## config.mk

```make
export PLATFORM = sky130hd
export DESIGN_NAME = nw_width_bridge
export DESIGN_NICKNAME = d
export VERILOG_FILES = /design/src/rtl/nw_pkg.sv /design/src/rtl/nw_slot_table.sv /design/src/rtl/nw_req_pack.sv /design/src/rtl/nw_rsp_unpack.sv /design/src/rtl/nw_width_bridge.sv
export SDC_FILE = /design/constraint.sdc
export NUM_CORES = 1
export LEC_CHECK = 0
export BUFFER_PORTS_ARGS = -buffer_cell sky130_fd_sc_hd__buf_2
export CAP_MARGIN = 0
export CORE_AREA = 2 2 178 180
export CTS_CLUSTER_DIAMETER = 60
export DETAILED_ROUTE_END_ITERATION = 6
export DIE_AREA = 0 0 180 182
export GPL_ROUTABILITY_DRIVEN = 0
export PLACE_DENSITY = 0.56
export SKIP_LAST_GASP = 1
export SYNTH_ARGS = -nofsm -noshare
export SYNTH_HDL_FRONTEND = slang
export SYNTH_SLANG_ARGS = --single-unit
export TNS_END_PERCENT = 20
```

## constraint.sdc

```tcl
create_clock -name clk -period 7.2 [get_ports clk]
set_input_delay 1.08 -clock clk [delete_from_list [all_inputs] [get_ports clk]]
set_output_delay 1.08 -clock clk [all_outputs]
set_load 0.05 [all_outputs]
```

## src/rtl/nw_pkg.sv

```systemverilog
package nw_pkg;
  typedef logic [2:0] tl_op_t;

  function automatic int idx_bits(input int n);
    return (n > 1) ? $clog2(n) : 1;
  endfunction
endpackage

```

## src/rtl/nw_slot_table.sv

```systemverilog
module nw_slot_table #(
  parameter int SLOTS  = 4,
  parameter int HSRC_W = 4,
  parameter int LANE_W = 2,
  localparam int SLOT_W = nw_pkg::idx_bits(SLOTS)
) (
  input  logic              clk,
  input  logic              rst,
  input  logic              alloc_en,
  input  logic [HSRC_W-1:0] alloc_src,
  input  logic [LANE_W-1:0] alloc_lane,
  output logic              avail,
  output logic [SLOT_W-1:0] alloc_idx,
  input  logic              free_en,
  input  logic [SLOT_W-1:0] free_idx,
  output logic [HSRC_W-1:0] rd_src,
  output logic [LANE_W-1:0] rd_lane
);
  logic [SLOTS-1:0]  busy_q;
  logic [HSRC_W-1:0] src_mem  [SLOTS];
  logic [LANE_W-1:0] lane_mem [SLOTS];

  // lowest free slot wins: scan downward so the last hit is the smallest index
  always_comb begin
    alloc_idx = '0;
    avail     = 1'b0;
    for (int i = SLOTS - 1; i >= 0; i--) begin
      if (!busy_q[i]) begin
        alloc_idx = SLOT_W'(i);
        avail     = 1'b1;
      end
    end
  end

  always_ff @(posedge clk) begin
    if (rst) begin
      busy_q <= '0;
    end else begin
      for (int i = 0; i < SLOTS; i++) begin
        if (alloc_en && alloc_idx == SLOT_W'(i))
          busy_q[i] <= 1'b1;
        else if (free_en && free_idx == SLOT_W'(i))
          busy_q[i] <= 1'b0;
      end
    end
  end

  // payload storage without reset so it can map to distributed RAM
  always_ff @(posedge clk) begin
    if (alloc_en) begin
      src_mem[alloc_idx]  <= alloc_src;
      lane_mem[alloc_idx] <= alloc_lane;
    end
  end

  assign rd_src  = src_mem[free_idx];
  assign rd_lane = lane_mem[free_idx];

  // a request is only taken when a slot is free
  p_alloc_when_free_r5: assert property (@(posedge clk) disable iff (rst)
    alloc_en |-> avail);
  // a response must name a slot that is in flight
  p_free_only_busy_r6: assert property (@(posedge clk) disable iff (rst)
    free_en |-> busy_q[free_idx]);
endmodule

```

## src/rtl/nw_req_pack.sv

```systemverilog
module nw_req_pack #(
  parameter int ADDR_W   = 32,
  parameter int NARROW_W = 32,
  parameter int WIDE_W   = 128,
  parameter int DSRC_W   = 2,
  localparam int LANES   = WIDE_W / NARROW_W,
  localparam int LANE_W  = nw_pkg::idx_bits(LANES),
  localparam int NMASK_W = NARROW_W / 8,
  localparam int WMASK_W = WIDE_W / 8
) (
  input  logic                clk,
  input  logic                rst,
  input  logic                in_valid,
  output logic                in_ready,
  input  nw_pkg::tl_op_t      in_op,
  input  logic [2:0]          in_sz,
  input  logic [DSRC_W-1:0]   in_src,
  input  logic [ADDR_W-1:0]   in_addr,
  input  logic [NMASK_W-1:0]  in_mask,
  input  logic [NARROW_W-1:0] in_data,
  input  logic [LANE_W-1:0]   in_lane,
  output logic                out_valid,
  input  logic                out_ready,
  output nw_pkg::tl_op_t      out_op,
  output logic [2:0]          out_sz,
  output logic [DSRC_W-1:0]   out_src,
  output logic [ADDR_W-1:0]   out_addr,
  output logic [WMASK_W-1:0]  out_mask,
  output logic [WIDE_W-1:0]   out_data
);
  logic [WIDE_W-1:0]  data_w;
  logic [WMASK_W-1:0] mask_w;

  for (genvar l = 0; l < LANES; l++) begin : g_lane
    assign data_w[l*NARROW_W +: NARROW_W] = (in_lane == LANE_W'(l)) ? in_data : '0;
    assign mask_w[l*NMASK_W +: NMASK_W]   = (in_lane == LANE_W'(l)) ? in_mask : '0;
  end

  assign in_ready = !out_valid || out_ready;

  always_ff @(posedge clk) begin
    if (rst) out_valid <= 1'b0;
    else if (in_ready) out_valid <= in_valid;
  end

  always_ff @(posedge clk) begin
    if (in_valid && in_ready) begin
      out_op   <= in_op;
      out_sz   <= in_sz;
      out_src  <= in_src;
      out_addr <= in_addr;
      out_mask <= mask_w;
      out_data <= data_w;
    end
  end

  // stalled request holds
  p_req_hold_r9: assert property (@(posedge clk) disable iff (rst)
    (out_valid && !out_ready) |=> (out_valid && $stable(out_data) && $stable(out_addr)
                                   && $stable(out_mask) && $stable(out_src)));
endmodule

```

## src/rtl/nw_rsp_unpack.sv

```systemverilog
module nw_rsp_unpack #(
  parameter int NARROW_W = 32,
  parameter int WIDE_W   = 128,
  parameter int HSRC_W   = 4,
  localparam int LANES   = WIDE_W / NARROW_W,
  localparam int LANE_W  = nw_pkg::idx_bits(LANES)
) (
  input  logic                clk,
  input  logic                rst,
  input  logic                in_valid,
  output logic                in_ready,
  input  nw_pkg::tl_op_t      in_op,
  input  logic [2:0]          in_sz,
  input  logic                in_err,
  input  logic [WIDE_W-1:0]   in_data,
  input  logic [HSRC_W-1:0]   in_src,
  input  logic [LANE_W-1:0]   in_lane,
  output logic                out_valid,
  input  logic                out_ready,
  output nw_pkg::tl_op_t      out_op,
  output logic [2:0]          out_sz,
  output logic [HSRC_W-1:0]   out_src,
  output logic [NARROW_W-1:0] out_data,
  output logic                out_err
);
  logic [NARROW_W-1:0] lane_word [LANES];

  for (genvar l = 0; l < LANES; l++) begin : g_slice
    assign lane_word[l] = in_data[l*NARROW_W +: NARROW_W];
  end

  assign in_ready = !out_valid || out_ready;

  always_ff @(posedge clk) begin
    if (rst) out_valid <= 1'b0;
    else if (in_ready) out_valid <= in_valid;
  end

  always_ff @(posedge clk) begin
    if (in_valid && in_ready) begin
      out_op   <= in_op;
      out_sz   <= in_sz;
      out_src  <= in_src;
      out_data <= lane_word[in_lane];
      out_err  <= in_err;
    end
  end

  // stalled response holds
  p_rsp_hold_r9: assert property (@(posedge clk) disable iff (rst)
    (out_valid && !out_ready) |=> (out_valid && $stable(out_data) && $stable(out_src)
                                   && $stable(out_err)));
endmodule

```

## src/rtl/nw_width_bridge.sv

```systemverilog
module nw_width_bridge #(
  parameter int ADDR_W   = 32,
  parameter int NARROW_W = 32,
  parameter int WIDE_W   = 128,
  parameter int HSRC_W   = 4,
  parameter int SLOTS    = 4,
  localparam int LANES   = WIDE_W / NARROW_W,
  localparam int LANE_W  = nw_pkg::idx_bits(LANES),
  localparam int OFS     = $clog2(NARROW_W / 8),
  localparam int SLOT_W  = nw_pkg::idx_bits(SLOTS),
  localparam int NMASK_W = NARROW_W / 8,
  localparam int WMASK_W = WIDE_W / 8
) (
  input  logic                clk,
  input  logic                rst,
  input  logic                n_a_valid,
  output logic                n_a_ready,
  input  logic [2:0]          n_a_opcode,
  input  logic [2:0]          n_a_size,
  input  logic [HSRC_W-1:0]   n_a_source,
  input  logic [ADDR_W-1:0]   n_a_address,
  input  logic [NMASK_W-1:0]  n_a_mask,
  input  logic [NARROW_W-1:0] n_a_data,
  output logic                n_d_valid,
  input  logic                n_d_ready,
  output logic [2:0]          n_d_opcode,
  output logic [2:0]          n_d_size,
  output logic [HSRC_W-1:0]   n_d_source,
  output logic [NARROW_W-1:0] n_d_data,
  output logic                n_d_error,
  output logic                w_a_valid,
  input  logic                w_a_ready,
  output logic [2:0]          w_a_opcode,
  output logic [2:0]          w_a_size,
  output logic [SLOT_W-1:0]   w_a_source,
  output logic [ADDR_W-1:0]   w_a_address,
  output logic [WMASK_W-1:0]  w_a_mask,
  output logic [WIDE_W-1:0]   w_a_data,
  input  logic                w_d_valid,
  output logic                w_d_ready,
  input  logic [2:0]          w_d_opcode,
  input  logic [2:0]          w_d_size,
  input  logic [SLOT_W-1:0]   w_d_source,
  input  logic [WIDE_W-1:0]   w_d_data,
  input  logic                w_d_error
);
  logic              slot_avail;
  logic [SLOT_W-1:0] slot_idx;
  logic              pack_ready;
  logic              take_req;
  logic              take_rsp;
  logic [LANE_W-1:0] req_lane;
  logic [HSRC_W-1:0] rsp_src;
  logic [LANE_W-1:0] rsp_lane;

  assign req_lane  = n_a_address[OFS +: LANE_W];
  assign n_a_ready = pack_ready && slot_avail;
  assign take_req  = n_a_valid && n_a_ready;
  assign take_rsp  = w_d_valid && w_d_ready;

  nw_slot_table #(.SLOTS(SLOTS), .HSRC_W(HSRC_W), .LANE_W(LANE_W)) u_table (
    .clk(clk), .rst(rst),
    .alloc_en(take_req), .alloc_src(n_a_source), .alloc_lane(req_lane),
    .avail(slot_avail), .alloc_idx(slot_idx),
    .free_en(take_rsp), .free_idx(w_d_source),
    .rd_src(rsp_src), .rd_lane(rsp_lane)
  );

  nw_req_pack #(.ADDR_W(ADDR_W), .NARROW_W(NARROW_W), .WIDE_W(WIDE_W), .DSRC_W(SLOT_W)) u_pack (
    .clk(clk), .rst(rst),
    .in_valid(n_a_valid && slot_avail), .in_ready(pack_ready),
    .in_op(n_a_opcode), .in_sz(n_a_size), .in_src(slot_idx), .in_addr(n_a_address),
    .in_mask(n_a_mask), .in_data(n_a_data), .in_lane(req_lane),
    .out_valid(w_a_valid), .out_ready(w_a_ready),
    .out_op(w_a_opcode), .out_sz(w_a_size), .out_src(w_a_source), .out_addr(w_a_address),
    .out_mask(w_a_mask), .out_data(w_a_data)
  );

  nw_rsp_unpack #(.NARROW_W(NARROW_W), .WIDE_W(WIDE_W), .HSRC_W(HSRC_W)) u_unpack (
    .clk(clk), .rst(rst),
    .in_valid(w_d_valid), .in_ready(w_d_ready),
    .in_op(w_d_opcode), .in_sz(w_d_size), .in_err(w_d_error), .in_data(w_d_data),
    .in_src(rsp_src), .in_lane(rsp_lane),
    .out_valid(n_d_valid), .out_ready(n_d_ready),
    .out_op(n_d_opcode), .out_sz(n_d_size), .out_src(n_d_source),
    .out_data(n_d_data), .out_err(n_d_error)
  );

  // idle outputs right after reset
  p_reset_idle_r1: assert property (@(posedge clk)
    rst |=> (!w_a_valid && !n_d_valid));
  // a full table blocks the host
  p_full_stall_r8: assert property (@(posedge clk) disable iff (rst)
    !slot_avail |-> !n_a_ready);
endmodule

```

### Yosys cells after proc, flatten, opt, wreduce, memory -nomap -nowiden

Memories as Yosys holds them, arrays and structs flattened. A register that Yosys moved wholly into a read port is not among the register bits.
Index checks and enable logic that the tools add are counted.
W data, S select, Z words.

| word-level totals | value |
|---|---|
| input port bits | 221 |
| bits in registers | 229 |
| RAM bits | 24 |
| output and inout port bits | 231 |
| memories | 2 |
| logic and storage cells | 80 |

Memory list:

| memory | words | bits a word | rd ports | clocked after memory_dff | wr ports | RTL line | text |
|---|---|---|---|---|---|---|---|
| u_table.src_mem | 4 | 4 | 1 | 1 | 1 | nw_slot_table.sv:20 | `logic [HSRC_W-1:0] src_mem [SLOTS];` |
| u_table.lane_mem | 4 | 2 | 1 | 0 | 1 | nw_slot_table.sv:21 | `logic [LANE_W-1:0] lane_mem [SLOTS];` |

| operators by class | value |
|---|---|
| eq/ne operators | 9 |
| reductions and logical operators | 24 |
| mux-type cells | 21 |
| bitwise logic cells | 1 |
| $lt $le $gt $ge | 1 |

Operators by type and width:

| kind | count |
|---|---|
| $bmux W32 S2 | 1 |
| $mux W32 | 2 |
| $mux W1 | 14 |
| $logic_and A1 B1 Y1 | 13 |
| $eq A2 B2 Y1 const B | 6 |
| $mux W2 | 4 |
| $reduce_bool A2 Y1 | 4 |
| $eq A2 B1 Y1 const B | 3 |
| $logic_not A2 Y1 | 3 |
| $ge A3 B3 Y1 const B | 1 |
| $not A2 Y3 | 1 |
| $logic_not A1 Y1 | 2 |
| $logic_or A1 B1 Y1 | 2 |

### Depth between registers and ports, before layout

Gate-level depths: netlist of run 1.

| logic depth | value |
|---|---|
| depth after elaboration | 8 |
| gate-level depth with buffers | 6 |
| gate-level depth less buffers | 3 |

### Modules after synthesis

Synthesis of run 1 repeated with hierarchy kept, for this count alone.

| unflattened totals | value |
|---|---|
| cells, all modules | 507 |
| area total of the unflattened synthesis | 9939.5 um^2 |

Modules (own cells, without submodules):

| module | cells an instance | sequential area each (um^2) | instances | area an instance (um^2) |
|---|---|---|---|---|
| nw_req_pack | 353 | 5545.3 | 1 | 6640.1 |
| nw_rsp_unpack | 87 | 1311.3 | 1 | 2147.1 |
| nw_slot_table | 63 | 800.8 | 1 | 1127.3 |
| nw_width_bridge | 4 | 0.0 | 1 | 25.0 |

### Worst setup path after synthesis of run 1

No wires, ideal clock.

| timing | value |
|---|---|
| path type | input -> register |
| start | input port w_a_ready |
| end | register u_pack.out_addr[0] (enable) |
| required time | 6.664 ns |
| arrival | 4.948 ns |
| slack | 1.716 ns |
| path buffers | 0 |
| library setup time | 0.536 ns |
| stages | 3 |
| cell sequence | nand2b_1 > o211ai_1 > inv_1 |

| between the ends | value |
|---|---|
| longest elaborated chain between the ends | 2 |

Ends and longest elaborated chain:

| what | RTL line | text |
|---|---|---|
| start: declaration | nw_width_bridge.sv:32 | `input logic w_a_ready,` |
| $logic_or A1 B1 Y1 | nw_req_pack.sv:39 | `assign in_ready = !out_valid \|\| out_ready;` |
| $logic_and A1 B1 Y1 | nw_req_pack.sv:47 | `if (in_valid && in_ready) begin` |
| end signal: assignment | nw_req_pack.sv:51 | `out_addr <= in_addr;` |
| end: declaration | nw_req_pack.sv:27 | `output logic [ADDR_W-1:0] out_addr,` |

Every way passes these cells.
A chain may end at the register's enable or synchronous reset.

### Final worst setup path of run 1

| timing | value |
|---|---|
| start | input port n_d_ready |
| end | output port w_d_ready |

| between the ends | value |
|---|---|
| longest elaborated chain between the ends | 1 |

Ends and longest elaborated chain:

| what | RTL line | text |
|---|---|---|
| start: declaration | nw_width_bridge.sv:25 | `input logic n_d_ready,` |
| $logic_or A1 B1 Y1 | nw_rsp_unpack.sv:32 | `assign in_ready = !out_valid \|\| out_ready;` |
| end: declaration | nw_width_bridge.sv:40 | `output logic w_d_ready,` |

Every way passes these cells.

==> metrics.md, run 1 <==
| Metric | Value |
|---|---|
| Initial antenna violation count | `8` |
| Largest net degree at the start of global routing | `77` |
| Fill cells | `2851` |
| DR pass1 iterations | `4` |
| RSZ-0062 raised after global routing | `no` |
| Max-slew violation count | `0` |
| Clock root buffer | `clkbuf_16` |
| H-tree level count | `1` |
| Startpoint Class | `input port` |
| WHS Path Cells | `2` |
| IO Port Bufs | `451` |
| Worst IR Drop VDD | `0.000194 V` |
| Hold buffers post-CTS | `0` |
| Reg area | `7660 µm²` |
| Syn-to-layout area delta | `36.0%` |
| Cts bufs inserted | `31` |
| CP endpoint kind | `output pin` |
| P per Cell Area | `282 nW/µm²` |
| Finished Layout Cells | `1463` |
| Synth warn | `0` |
| Aggregate global routing overflow | `0` |
| Netlist Area Pre-Place | `10000 µm²` |
| Multi-input logic area | `2220 µm²` |
| Die X | `180 µm` |
| Vias in the first global route | `6961` |
| CTS max path bufs | `3` |
| Iter 0 DRT Violations | `293` |
| CORE AREA | `31000 µm²` |
| Worst-path clk slew | `0.06 ns` |
| Clock period minus worst slack | `3.04 ns` |
| Setup bufs post-CTS | `0` |
| Flop2flop setup slack | `4.88 ns` |
| RR Startpoint | `u_pack.out_valid$_SDFFE_PP0P_` |
| Yosys reg bits | `257` |
| Post-DP Area | `12700 µm²` |
| Synth top area share | `0.750` |
| Post-DRT Antenna Nets | `0` |
| Seq/Total Area, Yosys | `0.762` |
| I/O pin count | `452` |
| Status | `finished clean` |
| Initial Util | `0.324` |
| Worst EP required | `6.12 ns` |
| Hold Fails Final Rpt | `0` |
| Worst Reg-to-Reg Cells | `4` |
| Hold crit path type | `flop to flop` |
| Maximum Capacitance Violations | `0` |
| Drt drc | `0` |
| Max Fanout on Critical Path | `6` |
| Final Cell Area | `13700 µm²` |
| Worst Hold Endpoint | `u_table.busy_q[1]$_SDFFE_PP0P_` |
| Period Utilization, post-route | `0.422` |
| Design Power | `0.00385 W` |
| First-pass GRT wire length | `43800 µm` |
| TritonCTS clock tree | `built` |
| Worst relative slew slack | `0.253` |
| Gr usage total | `0.177` |
| Synth top area cells | `edfxtp_1 (75%), mux2i_1 (9.6%), and2_1 (6.8%), and3_1 (2.2%), mux4_2 (1.3%)` |
| Terminus of the critical flop-to-flop path | `u_pack.out_data[99]$_SDFFCE_PP0P_` |
| Fmax | `329 MHz` |
| Final setup fails | `0` |
| Synth area leader | `edfxtp_1` |
| Detailed Place HPWL | `21400 µm` |
| Final Skew | `0.0248 ns` |
| WL final | `30400 µm` |
| Post-route setup TNS | `0 ns` |
| Final nets | `1252` |
| Vias | `6593` |
| Resized cells post-CTS | `0` |
| Leakage power | `6.02 nW` |
| Synthesized area per cell | `17.6 µm²` |
| Die ar. | `32800 µm²` |
| CTS sink count | `257` |
| Least-Margin Pin Slew | `1.12 ns` |
| DR vias/cell | `4.51` |
| Share of layout cells above drive strength 1 | `0.484` |
| Crit path kind | `input port to output pin` |
| Syn nets | `793` |
| Die height | `182 µm` |
| Yosys cell types | `27` |
| DR WL/cell | `20.8 µm` |
| CP Data Arrival Time | `1.96 ns` |
| Row count | `65` |
| Most frequent cells in the layout | `buf_2 (451), edfxtp_1 (251), and2_1 (109), mux2i_1 (96), and3_1 (36)` |
| Hold Path Origin | `u_table.busy_q[1]$_SDFFE_PP0P_` |
| Syn Inst Count | `572` |
| Clock Latency Late Sink | `0.56 ns` |
| Placed insts | `1400` |
| Most common cell after layout, fill and taps aside | `buf_2` |
[flip-flops by register name (all words and copies together), names as in the netlist, 2 cells and up]
register,count
u_pack.out_src,2
u_unpack.out_data,32
u_pack.out_addr,32
u_unpack.out_src,4
u_unpack.out_op,3
u_pack.out_sz,3
u_unpack.out_sz,3
u_pack.out_op,3
u_table.busy_q,4
u_pack.out_data,128
u_table.lane_mem,8
u_pack.out_mask,16
u_table.src_mem,16
[kinds of logic (layout without fill, tap and decap cells)]
logic type      count (synthesis)  after routing  share of synthesized area
simple gates                  162            162                     0.0995
mux                           102            102                      0.109
flops                         257            257                      0.762
compound gates                 13             13                    0.00872
other cells                     0              6                          0
buf+inv                        38            521                     0.0208
[cell type report]
type	instances	area share
antenna	6	0.00110
clock buffer	44	0.0618
clock inverter	13	0.00714
inverter	8	0.00256
multi-input combinational	277	0.162
sequential	257	0.560
tap	402	0.0368
timing repair buffer	456	0.168
[power by group]
part | leakage [nW] | switching, W | internal, W
Combinational | 3.05 | 0.000479 | 0.000160
Clock | 0.451 | 0.000614 | 0.000822
Sequential | 2.52 | 0.0000237 | 0.00176
[Yosys cell counts]
cell type	count
edfxtp_1	251
and2_1	109
mux2i_1	96
and3_1	36
clkbuf_1	16
buf_6	8
inv_1	8
dfxtp_1	6
mux4_2	6
a21oi_1	5
buf_2	5
nor2_1	4
nand2_1	3
nor2b_1	3
o41ai_1	3
nand2b_1	2
a211oi_1	1
a21boi_0	1
buf_1	1
nand3b_1	1
nand4_1	1
nand4b_1	1
nor4_1	1
o211ai_1	1
o21a_1	1
o22ai_1	1
or2_2	1
[stage by stage]
stage               setup slack, ns  hold slack [ns]   util
global placement               3.94            0.500  0.410
floorplan                      1.72            0.463      -
finish                         4.16            0.515  0.441
global route                   4.12            0.553  0.441
detailed placement             3.86            0.505  0.410
CTS                            4.16            0.513  0.440
[routing by layer]
| metal | global-route usage | up-vias | share of wire |
|---|---|---|---|
| met4 | 0.0335 | 0 | 0.011 |
| li1 | - | 3075 | - |
| met5 | 0 | - | 0 |
| met1 | 0.190 | 3164 | 0.35 |
| met2 | 0.322 | 324 | 0.52 |
| met3 | 0.0818 | 30 | 0.11 |
[worst max-delay path by stage]
| stage | from | end | slack [ns] | depth (start not counted) |
|---|---|---|---|---|
| 4_1_cts | n_d_ready | w_d_ready | 4.16 | 4 |
| 2_1_floorplan | w_a_ready | u_pack.out_addr[0]$_DFFE_PP_ | 1.72 | 3 |
| 6_report | n_d_ready | w_d_ready | 4.16 | 4 |
| 3_3_place_gp | w_d_source[0] | u_unpack.out_data[17]$_DFFE_PP_ | 3.94 | 4 |
| 3_5_place_dp | w_d_source[0] | u_unpack.out_data[23]$_DFFE_PP_ | 3.86 | 4 |
| 5_1_grt | n_d_ready | w_d_ready | 4.12 | 4 |
[critical path, cell delays in order]
cell and delay, ns:
buf_2 0.10, nor2b_1 0.43, inv_1 0.12, buf_2 0.24
Note: power is estimated with default switching activity, not from simulation.
==> run 2, diff against run 1 <==
==> constraint.sdc (replaced) <==
create_clock -name clk -period 2.9 [get_ports clk]
set_input_delay 0.435 -clock clk [delete_from_list [all_inputs] [get_ports clk]]
set_output_delay 0.435 -clock clk [all_outputs]
set_load 0.05 [all_outputs]
==> run 2 against run 1 <==
Net effect:
- die area did not move
- via count rose by 0.76%
- sequential power rose by 150%
- register-to-register slack got worse by 4.2 ns
- critical endpoint is now u_pack.out_addr[0]$_DFFE_PP_
==> metrics.md, run 2 (synthesis results as in run 1) <==
| Metric | Value |
|---|---|
| Status | `finished clean` |
| Syn-to-layout area delta | `37.9%` |
| Worst EP required | `3.18 ns (-2.94 ns)` |
| Die X | `180 µm (unchanged)` |
| Post-Place Setup Slack | `0.529 ns (-3.33 ns)` |
| Setup bufs post-CTS | `0 (unchanged)` |
| Hold WS | `0.0519 ns (-0.463 ns)` |
| Fill cells | `2820 (-1.1%)` |
| Die ar. | `32800 µm² (unchanged)` |
| Fmax | `460 MHz` |
| Iter 0 DRT Violations | `401 (+37%)` |
| Clock root buffer | `clkbuf_16` |
| Most frequent cells in the layout | `buf_2 (451), edfxtp_1 (251), and2_1 (109), mux2i_1 (96), and3_1 (36)` |
| Initial Util | `0.324 (unchanged)` |
| Design Power | `0.00989 W (+160%)` |
| DR pass1 iterations | `4 (unchanged)` |
| Cts bufs inserted | `29 (-6.5%)` |
| Resized cells post-CTS | `0 (unchanged)` |
| Initial antenna violation count | `7 (-1)` |
| IO Port Bufs | `451 (unchanged)` |
| TritonCTS clock tree | `built` |
| Post-DP Area | `12800 µm² (+1.1%)` |
| Vias | `6643 (+0.76%)` |
| Aggregate global routing overflow | `0 (unchanged)` |
| Final nets | `1261 (+0.72%)` |
| Final Skew | `0.0173 ns (-0.00754 ns)` |
| Drt drc | `0 (unchanged)` |
| Die height | `182 µm (unchanged)` |
| Clock Latency Late Sink | `0.56 ns (about the same)` |
| Final setup fails | `0 (unchanged)` |
| P per Cell Area | `714 nW/µm² (+150%)` |
| DR vias/cell | `4.53 (+0.48%)` |
| Worst IR Drop VDD | `0.000494 V (+150%)` |
| Worst relative slew slack | `0.548 (+0.295)` |
| I/O pin count | `452 (unchanged)` |
| CTS max path bufs | `3 (unchanged)` |
| Max-slew violation count | `0 (unchanged)` |
| Gr usage total | `0.175 (-0.00215)` |
| Fin util | `0.447 (+0.00618)` |
| Max Fanout on Critical Path | `48 (+42)` |
| Largest net degree at the start of global routing | `65 (-16%)` |
| DR WL/cell | `20.3 µm (-2.3%)` |
| CTS sink count | `257 (unchanged)` |
| Crit path kind | `flop to flop` |
| CORE AREA | `31000 µm² (unchanged)` |
| Hold buffers post-CTS | `0 (unchanged)` |
| Detailed Place HPWL | `22100 µm (+3.2%)` |
| Max FFs per register | `128 (unchanged)` |
| Hold crit path type | `input port to flop` |
| Vias in the first global route | `6962 (+0.014%)` |
| Leakage power | `6.11 nW (+1.5%)` |
| Share of layout cells above drive strength 1 | `0.495 (+0.0105)` |
| H-tree level count | `1 (unchanged)` |
| WL final | `29800 µm (-2.0%)` |
| Largest regs | `u_pack.out_data: 128 flops, u_pack.out_addr: 32 flops, u_unpack.out_data: 32 flops` |
| Row count | `65 (unchanged)` |
| Clock period minus worst slack | `2.17 ns` |
| Reg with most FFs | `u_pack.out_data` |
| First-pass GRT wire length | `43200 µm (-1.2%)` |
| Startpoint Class | `flop` |
| Period Utilization, post-route | `0.749` |
| Least-Margin Pin Slew | `0.676 ns (-0.445 ns)` |
| Post-DRT Antenna Nets | `0 (unchanged)` |
| Worst-path clk slew | `0.06 ns (about the same)` |
| Maximum Capacitance Violations | `0 (unchanged)` |
| RSZ-0062 raised after global routing | `no` |
| Hold Fails Final Rpt | `0 (unchanged)` |
| Most common cell after layout, fill and taps aside | `buf_2` |
| Final Cell Area | `13900 µm² (+1.4%)` |
| CP Data Arrival Time | `2.45 ns (+0.49 ns)` |
| Final worst slack | `0.728 ns (-3.43 ns)` |
| CP endpoint kind | `flop` |
-- run 2: cell types whose count changed in the layout (fill, tap and decap cells not counted), moves of 4 or more --
cell / delta
buf_4: +7
bufinv_16: +6
clkbuf_1: -6
buf_12: +4
-- run 2: power breakdown --
part | internal (W) | switching, W
clock network | 0.00237 | 0.00150
logic | 0.000414 | 0.00119
registers | 0.00436 | 0.0000612
total | 0.00714 | 0.00275
-- run 2: metal layers --
layer / GRT usage / share of wire / up-vias
met5: 0 / 0.00040 / -
met4: 0.0420 / 0.018 / 2
met2: 0.319 / 0.52 / 326
met1: 0.189 / 0.35 / 3185
li1: - / - / 3085
met3: 0.0730 / 0.11 / 45
-- run 2: layout make-up --
class,instances,area [µm²],area share
clock inverters,18,260,0.0188
clock buffers,34,744,0.0537
inverters,8,33.8,0.00244
diodes,4,10.0,0.000722
multi-input cells,277,2210,0.160
well taps,402,503,0.0363
repair buffers,467,2430,0.175
flip-flops and latches,257,7660,0.553
-- run 2: final timing paths --
kind	cells after the start	startpoint	endpoint	slack, ns
setup reg to reg	4	u_table.busy_q[0]$_SDFFE_PP0P_	u_pack.out_addr[0]$_DFFE_PP_	0.73
setup / recovery	4	u_table.busy_q[0]$_SDFFE_PP0P_	u_pack.out_addr[0]$_DFFE_PP_	0.73
hold / removal	1	n_a_address[17]	u_pack.out_addr[17]$_DFFE_PP_	0.05
hold reg to reg	2	u_table.busy_q[3]$_SDFFE_PP0P_	u_table.busy_q[3]$_SDFFE_PP0P_	0.52
-- run 2: through the flow --
step                TNS, ns  cells
floorplan           -197.66    572
global placement          0   1411
detailed placement        0   1411
CTS                       0   1463
global route              0   1464
finish                    0   1467
-- run 2: critical path, stage by stage, from the launching register on --
cell and delay [ns]:
dfxtp_1 0.41, nand2_1 0.12, o211ai_1 0.33, clkinvlp_4 0.59, buf_12 0.41
==> run 3, diff against run 2 <==
--- a/config.mk
+++ b/config.mk
@@ -7,12 +7,12 @@
 export LEC_CHECK = 0
 export BUFFER_PORTS_ARGS = -buffer_cell sky130_fd_sc_hd__buf_2
 export CAP_MARGIN = 0
-export CORE_AREA = 2 2 178 180
+export CORE_AREA = 2 2 176 178
 export CTS_CLUSTER_DIAMETER = 60
 export DETAILED_ROUTE_END_ITERATION = 6
-export DIE_AREA = 0 0 180 182
+export DIE_AREA = 0 0 178 180
 export GPL_ROUTABILITY_DRIVEN = 0
-export PLACE_DENSITY = 0.56
+export PLACE_DENSITY = 0.59
 export SKIP_LAST_GASP = 1
 export SYNTH_ARGS = -nofsm -noshare
 export SYNTH_HDL_FRONTEND = slang
==> constraint.sdc (replaced) <==
create_clock -name clk -period 1.9 [get_ports clk]
set_input_delay 0.285 -clock clk [delete_from_list [all_inputs] [get_ports clk]]
set_output_delay 0.285 -clock clk [all_outputs]
set_load 0.05 [all_outputs]
==> run 3 against run 2 <==
Net effect:
- sequential power increased by 52%
- critical path depth unchanged
- clock power increased by 29%
- total power increased by 45%
- die area decreased by 2.2%
- critical endpoint is now u_unpack.out_data[27]$_DFFE_PP_
- first-iteration DRC count decreased by 30%
==> metrics.md, run 3 (synthesis results as in run 1) <==
| Metric | Value |
|---|---|
| WL final | `29700 µm (-0.43%)` |
| Fmax | `536 MHz (+16%)` |
| Clock Latency Late Sink | `0.56 ns (about the same)` |
| Largest net degree at the start of global routing | `49 (-25%)` |
| Row count | `64 (-1.5%)` |
| CP Data Arrival Time | `2.15 ns (-0.30 ns)` |
| Worst-path clk slew | `0.06 ns (about the same)` |
| Initial antenna violation count | `5 (-2)` |
| Flop2flop setup slack | `0.03 ns (-0.69 ns)` |
| TritonCTS clock tree | `built` |
| Die X | `178 µm (-1.1%)` |
| Clock root buffer | `clkbuf_16` |
| Most common cell after layout, fill and taps aside | `buf_2` |
| Period Utilization, post-route | `0.982 (+0.233)` |
| Status | `finished clean` |
| Initial Util | `0.333 (+0.00856)` |
| RSZ-0062 raised after global routing | `yes` |
| Hold Fails Final Rpt | `0 (unchanged)` |
| IO Port Bufs | `451 (unchanged)` |
| Startpoint Class | `flop` |
| DR WL/cell | `19.6 µm (-3.8%)` |
| Maximum Capacitance Violations | `0 (unchanged)` |
| Die ar. | `32000 µm² (-2.2%)` |
| Clock period minus worst slack | `1.87 ns (-0.307 ns)` |
| Worst relative slew slack | `0.648 (+0.100)` |
| Placed insts | `1417 (+0.43%)` |
| P per Cell Area | `999 nW/µm² (+40%)` |
| Setup bufs post-CTS | `0 (unchanged)` |
| DR vias/cell | `4.54 (+0.23%)` |
| Iter 0 DRT Violations | `281 (-30%)` |
| Max Fanout on Critical Path | `48 (unchanged)` |
| Detailed Place HPWL | `21300 µm (-3.7%)` |
| First-pass GRT wire length | `42800 µm (-1.0%)` |
| Share of layout cells above drive strength 1 | `0.477 (-0.0176)` |
| Aggregate global routing overflow | `0 (unchanged)` |
| Hold WS | `0.0370 ns (-0.0150 ns)` |
| H-tree level count | `1 (unchanged)` |
| Hold crit path type | `input port to flop` |
| I/O pin count | `452 (unchanged)` |
| Drt drc | `0 (unchanged)` |
| Reg with most FFs | `u_pack.out_data` |
| Design Power | `0.0143 W (+45%)` |
| CTS sink count | `257 (unchanged)` |
| CP endpoint kind | `flop` |
| Worst IR Drop VDD | `0.000775 V (+57%)` |
| Final Skew | `0.0175 ns (+0.000231 ns)` |
| Resized cells post-CTS | `0 (unchanged)` |
| Worst EP required | `2.19 ns (-0.99 ns)` |
| Max FFs per register | `128 (unchanged)` |
| CORE AREA | `30200 µm² (-2.6%)` |
| Die height | `180 µm (-1.1%)` |
| Syn-to-layout area delta | `42.6%` |
| Cts bufs inserted | `29 (unchanged)` |
| Fin util | `0.475 (+0.0275)` |
| Final nets | `1321 (+4.8%)` |
| Vias in the first global route | `7184 (+3.2%)` |
| Post-DRT Antenna Nets | `0 (unchanged)` |
| Gr usage total | `0.177 (+0.00201)` |
| CTS max path bufs | `3 (unchanged)` |
| Least-Margin Pin Slew | `0.528 ns (-0.149 ns)` |
| DR pass1 iterations | `4 (unchanged)` |
| Finished Layout Cells | `1518 (+3.5%)` |
| Crit path kind | `flop to flop` |
| Vias | `6890 (+3.7%)` |
| Leakage power | `6.33 nW (+3.5%)` |
| Largest regs | `u_pack.out_data: 128 flops, u_pack.out_addr: 32 flops, u_unpack.out_data: 32 flops` |
| Most frequent cells in the layout | `buf_2 (451), edfxtp_1 (251), and2_1 (109), mux2i_1 (96), dlygate4sd3_1 (48)` |
| Max-slew violation count | `0 (unchanged)` |
| Final setup fails | `0 (unchanged)` |
run 3: where the power goes:
group	internal (W)	leakage [nW]	switching, W
combinational	0.000734	3.40	0.00185
sequential	0.00665	2.52	0.0000920
clock	0.00279	0.402	0.00221
run 3: worst max-delay path, stage by stage (launching register included):
cell	delay (ns)
edfxtp_1	0.35
mux4_4	0.66
buf_12	0.24
mux2i_1	0.20
mux2i_1	0.10
run 3: path summary, 6_finish.rpt:
path / start / to / cells after the start
worst max register to register: u_table.lane_mem[3][1]$_DFFE_PP_ / u_unpack.out_data[27]$_DFFE_PP_ / 4
worst max-delay path: u_table.lane_mem[3][1]$_DFFE_PP_ / u_unpack.out_data[27]$_DFFE_PP_ / 4
worst min-delay path: n_a_data[19] / u_pack.out_data[19]$_SDFFCE_PP0P_ / 2
worst min register to register: u_table.busy_q[1]$_SDFFE_PP0P_ / u_table.busy_q[1]$_SDFFE_PP0P_ / 2
run 3: area by class of cell:
cell class                      instances  area [µm²]
Fill cell                            2678       15900
Sequential cell                       257        7670
Timing Repair Buffer                  527        3070
Multi-Input combinational cell        277        2210
Clock buffer                           33         741
Tap cell                              396         495
Clock inverter                         17         101
Inverter                                8        33.8
Antenna cell                            3        7.51
run 3: per-stage QoR:
| step | instance area (µm²) | setup TNS [ns] | setup WS [ns] |
|---|---|---|---|
| floorplan | 10100 | -417.49 | -2.02 |
| global placement | 13000 | 0 | 0.0284 |
| detailed placement | 13000 | -0.0214 | -0.0132 |
| CTS | 14300 | 0 | 0.0299 |
| global route | 14300 | -0.318 | -0.0475 |
| finish | 14300 | 0 | 0.0346 |
run 3: timing repair:
| action | in CTS | in global routing |
|---|---|---|
| hold buffers | 48 | 0 |
| endpoints found under the setup margin | 0 | 14 |
| hold endpoints to repair | 64 | 0 |
run 3: routing by layer:
metal	wire length [µm]	share of wire	track usage	vias to the layer above
met5	0	0	0	-
met4	867	0.029	0.0603	0
met3	3110	0.10	0.0624	60
met2	15000	0.50	0.314	313
met1	10800	0.36	0.196	3309
li1	-	-	-	3208
